## src/rtl/pwr_ctrl_pkg.sv

```systemverilog
package pwr_ctrl_pkg;
  typedef enum logic [1:0] {
    PS_OFF     = 2'd0,
    PS_STANDBY = 2'd1,
    PS_ACTIVE  = 2'd2,
    PS_RAMP    = 2'd3
  } pwr_state_e;
endpackage

```

## src/rtl/edge_sync.sv

```systemverilog
module edge_sync (
  input  logic clk,
  input  logic rst_n,
  input  logic async_in,
  output logic rise_o
);
  logic [2:0] sq;

  always_ff @(posedge clk or negedge rst_n) begin
    if (!rst_n) sq <= '0;
    else        sq <= {sq[1:0], async_in};
  end

  assign rise_o = sq[1] & ~sq[2];
endmodule

```

## src/rtl/clk_activity_det.sv

```systemverilog
module clk_activity_det #(
  parameter int TIMEOUT = 64
) (
  input  logic clk,
  input  logic rst_n,
  input  logic mon_clk,
  output logic running_o
);
  localparam int CW = (TIMEOUT > 2) ? $clog2(TIMEOUT) : 1;
  localparam logic [CW-1:0] LIM = CW'(TIMEOUT - 1);

  logic          rise;
  logic [CW-1:0] idle_q;
  logic          run_q;

  edge_sync u_sync (.clk(clk), .rst_n(rst_n), .async_in(mon_clk), .rise_o(rise));

  always_ff @(posedge clk or negedge rst_n) begin
    if (!rst_n) begin
      idle_q <= LIM;
      run_q  <= 1'b0;
    end else if (rise) begin
      idle_q <= '0;
      run_q  <= 1'b1;
    end else if (idle_q == LIM) begin
      run_q  <= 1'b0;
    end else begin
      idle_q <= idle_q + 1'b1;
    end
  end

  assign running_o = run_q;

  AST_RUN_AFTER_EDGE: assert property (@(posedge clk) disable iff (!rst_n)
    rise |=> run_q);
  AST_DROP_ONLY_AT_LIMIT: assert property (@(posedge clk) disable iff (!rst_n)
    $fell(run_q) |-> $past(idle_q) == LIM);
endmodule

```

## src/rtl/mute_filter.sv

```systemverilog
module mute_filter #(
  parameter int DEB = 8
) (
  input  logic clk,
  input  logic rst_n,
  input  logic pin_in,
  output logic level_o
);
  localparam int CW = (DEB > 2) ? $clog2(DEB) : 1;
  localparam logic [CW-1:0] LIM = CW'(DEB - 1);

  logic [1:0]    sync_q;
  logic          filt_q;
  logic [CW-1:0] cnt_q;

  always_ff @(posedge clk or negedge rst_n) begin
    if (!rst_n) begin
      sync_q <= '0;
      filt_q <= 1'b0;
      cnt_q  <= '0;
    end else begin
      sync_q <= {sync_q[0], pin_in};
      if (sync_q[1] == filt_q) begin
        cnt_q <= '0;
      end else if (cnt_q == LIM) begin
        filt_q <= sync_q[1];
        cnt_q  <= '0;
      end else begin
        cnt_q <= cnt_q + 1'b1;
      end
    end
  end

  assign level_o = filt_q;

  AST_FILT_FOLLOWS_SYNC: assert property (@(posedge clk) disable iff (!rst_n)
    !$stable(filt_q) |-> $past(sync_q[1]) == filt_q);
  AST_FILT_AFTER_FULL_COUNT: assert property (@(posedge clk) disable iff (!rst_n)
    !$stable(filt_q) |-> $past(cnt_q) == LIM);
endmodule

```

## src/rtl/rate_change_mon.sv

```systemverilog
module rate_change_mon #(
  parameter int WINDOW = 1026
) (
  input  logic clk,
  input  logic rst_n,
  input  logic frame_rise,
  input  logic chg_i,
  input  logic clr_i,
  output logic warn_o
);
  localparam int CW = $clog2(WINDOW + 1);
  localparam logic [CW-1:0] WIN = CW'(WINDOW);

  logic [CW-1:0] gap_q;
  logic          warn_q;
  logic          close_chg;

  assign close_chg = chg_i && (gap_q < WIN);

  always_ff @(posedge clk or negedge rst_n) begin
    if (!rst_n) begin
      gap_q  <= WIN;
      warn_q <= 1'b0;
    end else begin
      if (chg_i)                        gap_q <= '0;
      else if (frame_rise && gap_q < WIN) gap_q <= gap_q + 1'b1;
      if (clr_i)          warn_q <= 1'b0;
      else if (close_chg) warn_q <= 1'b1;
    end
  end

  assign warn_o = warn_q;

  AST_WARN_NEEDS_CHANGE: assert property (@(posedge clk) disable iff (!rst_n)
    $rose(warn_q) |-> $past(chg_i));
  AST_WARN_CLEARED: assert property (@(posedge clk) disable iff (!rst_n)
    clr_i |=> !warn_q);
  AST_GAP_BOUND: assert property (@(posedge clk) disable iff (!rst_n)
    gap_q <= WIN);
endmodule

```

## src/rtl/pwr_fsm.sv

```systemverilog
module pwr_fsm
  import pwr_ctrl_pkg::*;
#(
  parameter int RAMP_TMO = 4096
) (
  input  logic       clk,
  input  logic       rst_n,
  input  logic       mclk_run,
  input  logic       bclk_run,
  input  logic       unmute,
  input  logic       ramp_done,
  output pwr_state_e state_o
);
  localparam int TW = (RAMP_TMO > 2) ? $clog2(RAMP_TMO) : 1;
  localparam logic [TW-1:0] TLIM = TW'(RAMP_TMO - 1);

  pwr_state_e state_q, state_d;
  logic [TW-1:0] tmr_q, tmr_d;
  logic          play_ok;

  assign play_ok = unmute && bclk_run;

  always_comb begin
    state_d = state_q;
    tmr_d   = tmr_q;
    if (!mclk_run) begin
      state_d = PS_OFF;
      tmr_d   = '0;
    end else begin
      unique case (state_q)
        PS_OFF: begin
          if (bclk_run) state_d = unmute ? PS_ACTIVE : PS_STANDBY;
        end
        PS_STANDBY: begin
          if (play_ok) state_d = PS_ACTIVE;
        end
        PS_ACTIVE: begin
          if (!play_ok) begin
            state_d = PS_RAMP;
            tmr_d   = '0;
          end
        end
        PS_RAMP: begin
          if (ramp_done || tmr_q == TLIM) state_d = PS_STANDBY;
          else                            tmr_d   = tmr_q + 1'b1;
        end
        default: state_d = PS_OFF;
      endcase
    end
  end

  always_ff @(posedge clk or negedge rst_n) begin
    if (!rst_n) begin
      state_q <= PS_OFF;
      tmr_q   <= '0;
    end else begin
      state_q <= state_d;
      tmr_q   <= tmr_d;
    end
  end

  assign state_o = state_q;

  AST_MCLK_LOSS_OFF: assert property (@(posedge clk) disable iff (!rst_n)
    !mclk_run |=> state_q == PS_OFF);
  AST_STANDBY_STICKY: assert property (@(posedge clk) disable iff (!rst_n)
    (state_q == PS_STANDBY && mclk_run && !play_ok) |=> state_q == PS_STANDBY);
  AST_EXIT_VIA_RAMP: assert property (@(posedge clk) disable iff (!rst_n)
    (state_q == PS_ACTIVE && mclk_run && !play_ok) |=> state_q == PS_RAMP);
  AST_NO_DIRECT_DOWN: assert property (@(posedge clk) disable iff (!rst_n)
    (state_q == PS_ACTIVE) |=> state_q != PS_STANDBY);
  AST_RAMP_TIMEOUT: assert property (@(posedge clk) disable iff (!rst_n)
    (state_q == PS_RAMP && tmr_q == TLIM && mclk_run) |=> state_q == PS_STANDBY);
endmodule

```

## src/rtl/pwr_state_ctrl.sv

```systemverilog
module pwr_state_ctrl
  import pwr_ctrl_pkg::*;
#(
  parameter int CLK_TIMEOUT  = 64,
  parameter int DEB_CYCLES   = 8,
  parameter int RAMP_TIMEOUT = 4096,
  parameter int RATE_WINDOW  = 1026
) (
  input  logic clk_ref,
  input  logic rst_n,
  input  logic mclk_in,
  input  logic bclk_in,
  input  logic lrclk_in,
  input  logic unmute_in,
  input  logic rate_chg_in,
  input  logic smute_done_in,
  output logic cp_en_o,
  output logic dp_en_o,
  output logic smute_req_o,
  output logic rate_warn_o
);
  localparam int NCLK = 2;

  logic [NCLK-1:0] mon_in;
  logic [NCLK-1:0] run;
  logic            unmute_f;
  logic            frame_rise;
  pwr_state_e      state;

  assign mon_in = {bclk_in, mclk_in};

  for (genvar g = 0; g < NCLK; g++) begin : g_act
    clk_activity_det #(.TIMEOUT(CLK_TIMEOUT)) u_det (
      .clk(clk_ref), .rst_n(rst_n), .mon_clk(mon_in[g]), .running_o(run[g])
    );
  end

  mute_filter #(.DEB(DEB_CYCLES)) u_mute (
    .clk(clk_ref), .rst_n(rst_n), .pin_in(unmute_in), .level_o(unmute_f)
  );

  edge_sync u_frame (
    .clk(clk_ref), .rst_n(rst_n), .async_in(lrclk_in), .rise_o(frame_rise)
  );

  pwr_fsm #(.RAMP_TMO(RAMP_TIMEOUT)) u_fsm (
    .clk(clk_ref), .rst_n(rst_n), .mclk_run(run[0]), .bclk_run(run[1]),
    .unmute(unmute_f), .ramp_done(smute_done_in), .state_o(state)
  );

  always_comb begin
    cp_en_o     = (state != PS_OFF);
    dp_en_o     = (state == PS_ACTIVE) || (state == PS_RAMP);
    smute_req_o = (state == PS_RAMP);
  end

  rate_change_mon #(.WINDOW(RATE_WINDOW)) u_rate (
    .clk(clk_ref), .rst_n(rst_n), .frame_rise(frame_rise),
    .chg_i(rate_chg_in), .clr_i(!dp_en_o), .warn_o(rate_warn_o)
  );

  AST_DP_NEEDS_CP: assert property (@(posedge clk_ref) disable iff (!rst_n)
    dp_en_o |-> cp_en_o);
  AST_REQ_WITH_DP: assert property (@(posedge clk_ref) disable iff (!rst_n)
    smute_req_o |-> dp_en_o);
endmodule

```

## config.mk

```make
export PLATFORM = sky130hd
export DESIGN_NAME = pwr_state_ctrl
export DESIGN_NICKNAME = d
export VERILOG_FILES = /design/src/rtl/pwr_ctrl_pkg.sv /design/src/rtl/edge_sync.sv /design/src/rtl/clk_activity_det.sv /design/src/rtl/mute_filter.sv /design/src/rtl/rate_change_mon.sv /design/src/rtl/pwr_fsm.sv /design/src/rtl/pwr_state_ctrl.sv
export SDC_FILE = /design/constraint.sdc
export NUM_CORES = 1
export LEC_CHECK = 0
export BUFFER_PORTS_ARGS = -buffer_cell sky130_fd_sc_hd__buf_2
export CAP_MARGIN = 20
export CORE_MARGIN = 2
export CORE_UTILIZATION = 35
export DETAILED_ROUTE_END_ITERATION = 12
export SYNTH_ARGS = -nofsm -noshare
export SYNTH_HDL_FRONTEND = slang
export SYNTH_SLANG_ARGS = --single-unit
```

## constraint.sdc

```tcl
create_clock -name clk_ref -period 1.8 [get_ports clk_ref]
set_input_delay 0.18 -clock clk_ref [delete_from_list [all_inputs] [get_ports clk_ref]]
set_output_delay 0.18 -clock clk_ref [all_outputs]
set_load 0.02 [all_outputs]
```

# ---- Word level (Yosys, flattened, before mapping)
# Index checks and enable logic that the tools add are counted.
dict set report totals {
  out_inout_bits 4
  n_memories 0
  wordCells 82
  ff_bits 55
  inputBits 8
  latchBits 0
  mem_bits_ro 0
  ram_bits 0
}
dict set report op_classes {
  mux 25
  reduce_logical 13
  eq_ne 17
  mul 0
  add_sub_neg 5
  div 0
  shifts 0
  n_bitwise 7
  magnitude_cmp 1
}
# cell n
set op_table {}
lappend op_table {{2-to-1 mux 12 bit} 3}
lappend op_table {{2-to-1 mux 6 bit} 4}
lappend op_table {{case mux 12 bit (2 select lines)} 1}
lappend op_table {{2-to-1 mux 11 bit} 2}
lappend op_table {{adder 12 x 1 -> 12 bit, second input constant} 1}
lappend op_table {{adder 6 x 1 -> 6 bit, second input constant} 2}
lappend op_table {{== test 12 bit, second input constant} 1}
lappend op_table {{== test 6 bit, second input constant} 2}
lappend op_table {{2-to-1 mux 2 bit} 6}
lappend op_table {{!= test 3 bit, second input constant} 4}
lappend op_table {{adder 11 x 1 -> 11 bit, second input constant} 1}
lappend op_table {{< comparator 11 bit, second input constant} 1}
lappend op_table {{case mux 2 bit (4 select lines)} 1}
lappend op_table {{nonzero test 2 bit} 4}
lappend op_table {{2-to-1 mux 1 bit} 6}
lappend op_table {{2-to-1 mux 3 bit} 2}
lappend op_table {{!= test 2 x 1 -> 1 bit, second input constant} 3}
lappend op_table {{!= test 3 x 2 -> 1 bit, second input constant} 2}
lappend op_table {{== test 2 bit, second input constant} 2}
lappend op_table {{NOT 1 bit} 4}
lappend op_table {{AND reduction 4 bit} 1}
lappend op_table {{adder 3 x 1 -> 3 bit, second input constant} 1}
lappend op_table {{AND 1 bit} 3}
lappend op_table {{== test 3 bit, second input constant} 1}
lappend op_table {{other kinds (7)} 10}

# ---- Depth between registers and ports, before layout
# Gate-level depths: netlist (run 1).
dict set report depth {
  ltp_word 5
  mapped_depth 6
  ltp_nobuf 6
}

# ---- By module
# From an unflattened synthesis (run 1), not the netlist that was laid out.
dict set report hier_totals {
  hier_cells 265
  area_unflattened_um2 2835.2
}
# module area_each_um2 cells_per_inst n_inst seq_area_each_um2
set modules_own_cells {}
lappend modules_own_cells {pwr_fsm 998.5 111 1 350.3}
lappend modules_own_cells {clk_activity_det 361.6 32 2 182.7}
lappend modules_own_cells {rate_change_mon 605.6 61 1 302.8}
lappend modules_own_cells {edge_sync 88.8 4 3 75.1}
lappend modules_own_cells {mute_filter 220.2 13 1 150.1}
lappend modules_own_cells {pwr_state_ctrl 21.3 4 1 0.0}

# ---- Worst setup path before layout (run 1)
# No wires, ideal clock.
dict set report synth_timing {
  kind {register -> register}
  startpoint {register u_fsm.state_q[0] (netlist: u_fsm.state_o[0])}
  endpoint {register u_fsm.tmr_q[3]}
  setup_ns 0.126
  period_less_slack_ns 1.819
  n_path_buf 0
  required_ns 1.674
  stages_incl_launch_ff 7
  setup_slack_ns -0.019
  arrival_time_ns 1.693
  path_cell_list {dfrtp_1 > inv_1 > ha_1 > and3_1 > o21ai_0 > o21ai_2 > a221o_1}
}
dict set report synth_via {
  elab_chain_len 3
  elab_cells_between_ends 8
  cone_classes {eq/ne: 5; mux: 2; reduce/logical: 1}
}
# element line_no
set synth_rtl {}
lappend synth_rtl {{start: declaration} pwr_fsm.sv:17} ;# pwr_state_e state_q, state_d;
lappend synth_rtl {{start signal: assignment} pwr_fsm.sv:57} ;# state_q <= state_d;
lappend synth_rtl {{== test 2 bit} pwr_fsm.sv:30} ;# unique case (state_q)
lappend synth_rtl {{!= test 3 bit (no source line) or case mux 12 bit (2 select lines) (tied branches)} -}
lappend synth_rtl {{AND reduction 3 bit (no source line) or 2-to-1 mux 12 bit (tied branches)} -}
lappend synth_rtl {{end signal: assignment} pwr_fsm.sv:58} ;# tmr_q <= tmr_d;
lappend synth_rtl {{end: declaration} pwr_fsm.sv:18} ;# logic [TW-1:0] tmr_q, tmr_d;
# Several ways; a longest one is shown, not always the timed one.
# A chain may end at the register's enable or synchronous reset.

# ---- Final worst setup path (run 1)
dict set report layout_timing {
  startpoint {register u_rate.gap_q[2]}
  endpoint {register u_rate.gap_q[7]}
}
dict set report layout_via {
  elab_chain_len 3
  elab_cells_between_ends 6
  cone_classes {add/sub: 1; order compare: 1; mux: 2; reduce/logical: 2}
}
# element line_no
set layout_rtl {}
lappend layout_rtl {{start: declaration} rate_change_mon.sv:14} ;# logic [CW-1:0] gap_q;
lappend layout_rtl {{start signal: assignment} rate_change_mon.sv:26} ;# else if (frame_rise && gap_q < WIN) gap_q <= gap_q + 1'b1;
lappend layout_rtl {{adder 11 x 1 -> 11 bit or < comparator 11 bit (tied branches)} rate_change_mon.sv:26}
lappend layout_rtl {{2-to-1 mux 11 bit or logical AND 1 bit (tied branches)} rate_change_mon.sv:26}
lappend layout_rtl {{2-to-1 mux 11 bit or nonzero test 2 bit (tied branches)} -}
# Several ways; a longest one is shown, not always the timed one. The select of a mux whose other input is x is not followed.

==> results of run 1 <==
==> sequential cells by signal (all words and copies together) (netlist names), 2 cells and up <==
register	flops
u_rate.gap_q	11
u_fsm.tmr_q	12
u_mute.sync_q	2
g_act.u_det.running_o	2
g_act.u_det.idle_q	12
u_fsm.state_o	2
u_mute.cnt_q	3
g_act.u_det.u_sync.sq	6
u_frame.sq	3
==> worst max-delay path, cell delays in order, from the launching register on <==
cell	delay [ns]
dfrtp_1	0.37
buf_4	0.11
buf_4	0.10
nand4b_1	0.14
or2_4	0.30
or4_4	0.52
a21oi_2	0.12
==> repair_timing <==
item / CTS / global route
setup endpoints to repair: 8 / 13
cloned: 0 / 1
hold endpoints to repair: 22 / 0
pin swaps: 0 / 5
resized for setup: 1 / 18
buffers inserted: 0 / 3
hold buffers: 5 / 0
==> area by class of cell <==
cell class                      instances  area share (%)
Timing Repair Buffer                   41           9.342
Sequential cell                        55           42.13
Multi-Input combinational cell        182           40.43
Clock buffer                            5           2.080
Tap cell                              102           3.858
Inverter                               13           1.475
Clock inverter                          3          0.6808
==> cells in the final DEF (no fill, tap or decap), types with 6 or more instances in the layout <==
master | synthesis | layout
dfrtp_1 | 41 | 41
buf_4 | 0 | 23
nand2_1 | 14 | 14
nand3_1 | 14 | 14
dfstp_2 | 14 | 14
inv_1 | 13 | 13
buf_2 | 2 | 11
nor2_1 | 11 | 10
nor3_1 | 9 | 9
ha_1 | 10 | 9
a21oi_1 | 10 | 8
a31oi_1 | 8 | 7
o31ai_1 | 7 | 6
o211ai_1 | 6 | 6
o21ai_0 | 7 | 6
or4_1 | 8 | 6
xnor2_1 | 6 | 6
==> kinds of logic after synthesis <==
| family | count (synthesis) | share of synthesized area, % |
|---|---|---|
| simple gates | 99 | 21.18 |
| flops | 55 | 51.50 |
| buf+inv | 18 | 2.589 |
| mux | 7 | 2.728 |
| compound gates | 59 | 15.12 |
| xor+xnor | 7 | 2.265 |
| fa+ha+maj | 10 | 4.623 |
==> per-layer routing <==
metal	GRT usage, %	up-vias
li1	-	1045
met1	17.53	1021
met2	20.40	24
met3	2.794	4
met4	4.104	0
met5	0	-
==> final timing paths <==
| check | from | to | slack, ns |
|---|---|---|---|
| min in group asynchronous | rst_n | u_fsm.tmr_q[2]$_DFFE_PN0P_ | 0.35 |
| max reg2reg | u_rate.gap_q[2]$_DFFE_PN0P_ | u_rate.gap_q[7]$_DFFE_PN0P_ | 0.09 |
| min reg2reg | u_frame.sq[0]$_DFF_PN0_ | u_frame.sq[1]$_DFF_PN0_ | 0.36 |
| max | u_rate.gap_q[2]$_DFFE_PN0P_ | u_rate.gap_q[7]$_DFFE_PN0P_ | 0.09 |
| min | rate_chg_in | u_rate.gap_q[10]$_DFFE_PN1P_ | 0.17 |
| max in group asynchronous | rst_n | u_rate.gap_q[10]$_DFFE_PN1P_ | 0.83 |
==> where the power goes <==
group | leakage (nW) | internal [mW] | switching (mW)
Sequential | 0.673 | 1.44 | 0.135
Combinational | 0.650 | 0.509 | 0.606
Clock | 0.0489 | 0.283 | 0.426
Total | 1.37 | 2.24 | 1.17
==> through the flow <==
step | total power, mW | instances | utilization, %
floorplan | 2.263 | 255 | -
global placement | 2.646 | 384 | 39.93
detailed placement | 2.676 | 384 | 39.93
CTS | 3.412 | 397 | 41.86
global route | 3.635 | 401 | 43.49
finish | 3.403 | 401 | 43.49
==> results.py, run 1 <==
metrics = {
    "place": {
        "post-place-ws_ns": -0.02033,
        "dp_hpwl_um": 3822,
        "numPortBuffers": 11,
        "place_congestion": 0.8398,
        "placed_cell_area_mm2": 0.003038,
    },
    "sta": {
        "slew_viol_final": 0,
        "setup_viol": 0,
        "grt_setup_unrepaired": "true",
        "max_slew.worst_pin.slew_ns": 0.4811,
        "fmax_ghz": 0.5841,
        "timing.setup.tns_ns": 0,
        "hold_viol": 0,
        "relSlewSlack_pct": 67.86,
        "fin_crit_sh_pct": 95.12,
        "holdWs_ns": 0.1688,
        "worst_slack_ns": 0.08782,
        "worst_clock_skew_ns": 0.01020,
        "period_needed_ns": 1.712,
    },
    "cts": {
        "cts_root_buf": "clkbuf_8",
        "cts.sinks": 55,
        "cts_tree": "yes",
        "clk_latency_ns": 0.31,
        "h-tree-depth": 2,
        "cts.clk_slew.worst_paths_ns": 0.10,
        "cts_buffers": 5,
        "cts_max_path_buffers": 2,
    },
    "global_routing": {
        "antenna_found_initial": 0,
        "grt_start_max_net_pins": 37,
        "grt_first_pass_wirelength_um": 8804,
        "overflow": 0,
        "grt_pass1_vias": 1874,
        "track_usage_pct": 12.85,
    },
    "critical_path": {
        "worst-path-max-fanout": 6,
        "cp.arrival_ns": 1.96,
        "cp.required_ns": 2.05,
        "cp-end-kind": "flop",
        "r2r_cells": 6,
        "path_class": "flop to flop",
        "start_kind": "flop",
    },
    "route": {
        "top_layer": "met4",
        "wl_per_cell_um": 13.32,
        "antenna_left": 0,
        "wl_met2_um": 2526,
        "met3WireLength_um": 135,
        "routed_wl_um": 5342,
        "vias_per_cell": 5.222,
        "drcViolationCount": 0,
        "vias": 2094,
        "drt_pre_antenna_iters": 4,
        "drtIter0Drc": 113,
        "met1Wirelength_um": 2607,
    },
    "die": {
        "fp-row-count": 32,
        "start_util_pct": 35.58,
        "chipWidth_um": 91.94,
        "fp.dieH_um": 91.94,
        "die_area_mm2": 0.008452,
        "pin_count": 12,
        "core_mm2": 0.007607,
    },
    "logic_synthesis": {
        "yosysMostFrequentCell": "dfrtp_1",
        "yosys-top-cells-count": "41 x dfrtp_1, 14 x dfstp_2, 14 x nand2_1, 14 x nand3_1, 13 x inv_1",
        "syn_area_per_cell_um2": 10.61,
        "synth_top_area_share_pct": 37.91,
        "yosysTopAreaCell": "dfrtp_1",
        "synthTopCellsByArea": "dfrtp_1 38%, dfstp_2 14%, ha_1 4.6%",
        "ys_seq_area_share_pct": 51.50,
        "synth_seq_cells": 55,
        "yosys_warnings": 0,
        "synth.net_count": 273,
        "synth-main-ff-cell": "dfrtp_1",
        "ys_types": 47,
        "synth-edff-count": 0,
        "syn_inst": 255,
        "netlist_area_mm2": 0.002706,
        "ys_async_sr_fraction_pct": 100.0,
    },
    "hold_path": {
        "holdCritPathClass": "input port to flop",
        "holdPathStages": 2,
    },
    "cells_and_area": {
        "fin_nets": 316,
        "fill_cells": 738,
        "syn2layout_area_growth_pct": 22.24,
        "antenna_cells": 0,
        "multi_input_area_mm2": 0.001338,
        "drive_above_1_share_pct": 28.09,
        "fin_area_mm2": 0.003308,
        "seq_area_mm2": 0.001394,
    },
    "job": {
        "max_cap_violations": 0,
    },
    "pwr": {
        "leakage_nw": 1.372,
        "powerDensity_mw_per_mm2": 1029,
        "ir_drop_mv": 0.3658,
    },
    "run_status": {
        "status": "finished clean",
    },
}
Note: power is estimated with default switching activity, not from simulation.
==> run 2: changes to the inputs <==
--- a/config.mk
+++ b/config.mk
@@ -10,6 +10,7 @@
 export CORE_MARGIN = 2
 export CORE_UTILIZATION = 35
 export DETAILED_ROUTE_END_ITERATION = 12
+export REMOVE_ABC_BUFFERS = 1
 export SYNTH_ARGS = -nofsm -noshare
 export SYNTH_HDL_FRONTEND = slang
 export SYNTH_SLANG_ARGS = --single-unit
==> results.py, run 2 (synthesis gave the netlist of run 1 again) <==
metrics = {
    "route": {
        "drtIter0Drc": 62,
        "wl_per_cell_um": 13.41,
        "routed_wl_um": 5310,
        "vias_per_cell": 5.240,
        "antenna_left": 0,
        "vias": 2075,
        "drcViolationCount": 0,
        "drt_pre_antenna_iters": 4,
    },
    "cells_and_area": {
        "fin_area_mm2": 0.003277,
        "final_common_cell": "dfrtp_1",
        "antenna_cells": 0,
        "final_cell_mix": "39 x dfrtp_1, 19 x buf_4, 14 x nand2_1, 14 x nand3_1, 14 x dfstp_2",
        "fin_nets": 311,
        "syn2layout_area_growth_pct": 21.08,
        "finalNonFillerCells": 396,
        "reg.largest.list": "g_act.u_det.idle_q: 12 flops, u_fsm.tmr_q: 12 flops, u_rate.gap_q: 11 flops",
        "fill_cells": 736,
        "drive_above_1_share_pct": 27.21,
    },
    "pwr": {
        "clock_power_share_pct": 23.8,
        "p_int_mw": 2.427,
        "p_switching_mw": 1.157,
        "share_comb_of_total_power_pct": 31.7,
        "powerDensity_mw_per_mm2": 1094,
        "swShare_pct": 32.28,
        "seq_power_share_pct": 44.6,
        "leakage_nw": 1.345,
        "ir_drop_mv": 0.4203,
        "total_power_mw": 3.584,
    },
    "place": {
        "numPortBuffers": 11,
        "place_inst": 381,
        "dp_hpwl_um": 3617,
        "placed_cell_area_mm2": 0.003015,
        "place_congestion": 0.8135,
    },
    "global_routing": {
        "use_met1_pct": 18.11,
        "track_usage_pct": 13.32,
        "grt_start_max_net_pins": 56,
        "busiest_layer": "met2",
        "grt_use_met3_pct": 2.054,
        "grt_pass1_vias": 2040,
        "gr-usage-met2_pct": 21.94,
        "overflow": 0,
        "antenna_found_initial": 0,
        "grt_first_pass_wirelength_um": 9273,
    },
    "sta": {
        "fin_crit_sh_pct": 95.02,
        "setup_viol": 0,
        "worst_clock_skew_ns": 0.005196,
        "hold_viol": 0,
        "slew_viol_final": 0,
        "period_needed_ns": 1.710,
        "relSlewSlack_pct": 66.24,
        "fmax_ghz": 0.5847,
        "timing.setup.tns_ns": 0,
        "holdWs_ns": 0.1546,
        "max_slew.worst_pin.slew_ns": 0.5054,
    },
    "cts": {
        "h-tree-depth": 2,
        "cts.sinks": 55,
        "cts_root_buf": "clkbuf_8",
        "cts.clk_slew.worst_paths_ns": 0.10,
        "clk_latency_ns": 0.31,
        "cts_max_path_buffers": 2,
        "cts_buffers": 5,
        "cts_tree": "yes",
    },
    "job": {
        "max_cap_violations": 0,
    },
    "run_status": {
        "status": "finished clean",
    },
    "die": {
        "fp-row-count": 32,
        "die_area_mm2": 0.008452,
        "fp.dieH_um": 91.94,
        "pin_count": 12,
        "chipWidth_um": 91.94,
        "start_util_pct": 35.58,
        "core_mm2": 0.007607,
    },
    "critical_path": {
        "cp-end-kind": "flop",
        "cp.arrival_ns": 1.93,
        "start_kind": "flop",
        "worst-path-max-fanout": 7,
        "path_class": "flop to flop",
        "cp.required_ns": 2.02,
    },
    "hold_path": {
        "holdCritPathClass": "input port to flop",
    },
}
run 2: critical path, stage by stage (launching register included):
cell     delay (ns)
dfrtp_1        0.46
nand4_1        0.22
nor4_2         0.34
buf_4          0.20
o31ai_1        0.07
buf_4          0.15
mux2i_2        0.19
run 2: cell type report:
type / count / area, µm² / area share [%]
tap: 102 / 127.6 / 3.895
multi-input combinational: 182 / 1319 / 40.24
sequential: 55 / 1396 / 42.61
clock inverter: 2 / 35.03 / 1.069
clock buffer: 6 / 82.58 / 2.520
inverter: 13 / 48.80 / 1.489
timing repair buffer: 36 / 267.8 / 8.171
run 2: timing repair:
action                                  in CTS  in global routing
endpoints found under the setup margin       1                 16
pin swaps                                    0                  2
hold buffers                                 5                  0
setup buffers                                0                  2
gates cloned                                 0                  0
resized for setup                            1                 17
endpoints found under the hold margin       45                  0
run 2: power by group through the flow:
stage,Clock [mW],Sequential [mW],Combinational [mW]
after global routing,0.923,1.63,1.28
after detailed placement,0,1.62,1.06
final,0.851,1.60,1.14
after CTS,0.879,1.59,1.07
after global placement,0,1.60,1.04
after floorplan,0,1.59,0.662
run 2: metrics by stage:
step | setup slack [ns] | util (%)
floorplan | -0.01883 | -
global placement | 0.07957 | 39.64
detailed placement | 0.02284 | 39.64
CTS | 0.008317 | 41.92
global route | -0.002226 | 43.08
finish | 0.08971 | 43.08
run 2: worst paths after layout:
check                                            from                              endpoint  slack, ns  cells past startpoint
max                        u_fsm.tmr_q[3]$_DFFE_PN0P_          u_fsm.state_o[0]$_DFFE_PN0P_       0.09                      6
min                                       rate_chg_in          u_rate.gap_q[10]$_DFFE_PN1P_       0.15                      2
max reg2reg                u_fsm.tmr_q[3]$_DFFE_PN0P_          u_fsm.state_o[0]$_DFFE_PN0P_       0.09                      6
min reg2reg                   u_frame.sq[0]$_DFF_PN0_               u_frame.sq[1]$_DFF_PN0_       0.36                      0
max in group asynchronous                       rst_n  g_act[1].u_det.idle_q[1]$_DFFE_PN1P_       1.10                      3
min in group asynchronous                       rst_n           u_rate.gap_q[9]$_DFFE_PN0P_       0.39                      3
run 2: metal layers:
metal | up-vias | routed length [µm] | part of all wire (%)
met2 | 26 | 2435 | 46
met1 | 1014 | 2682 | 51
met4 | 0 | 62 | 1.2
li1 | 1027 | - | -
met3 | 8 | 130 | 2.4
met5 | - | 0 | 0
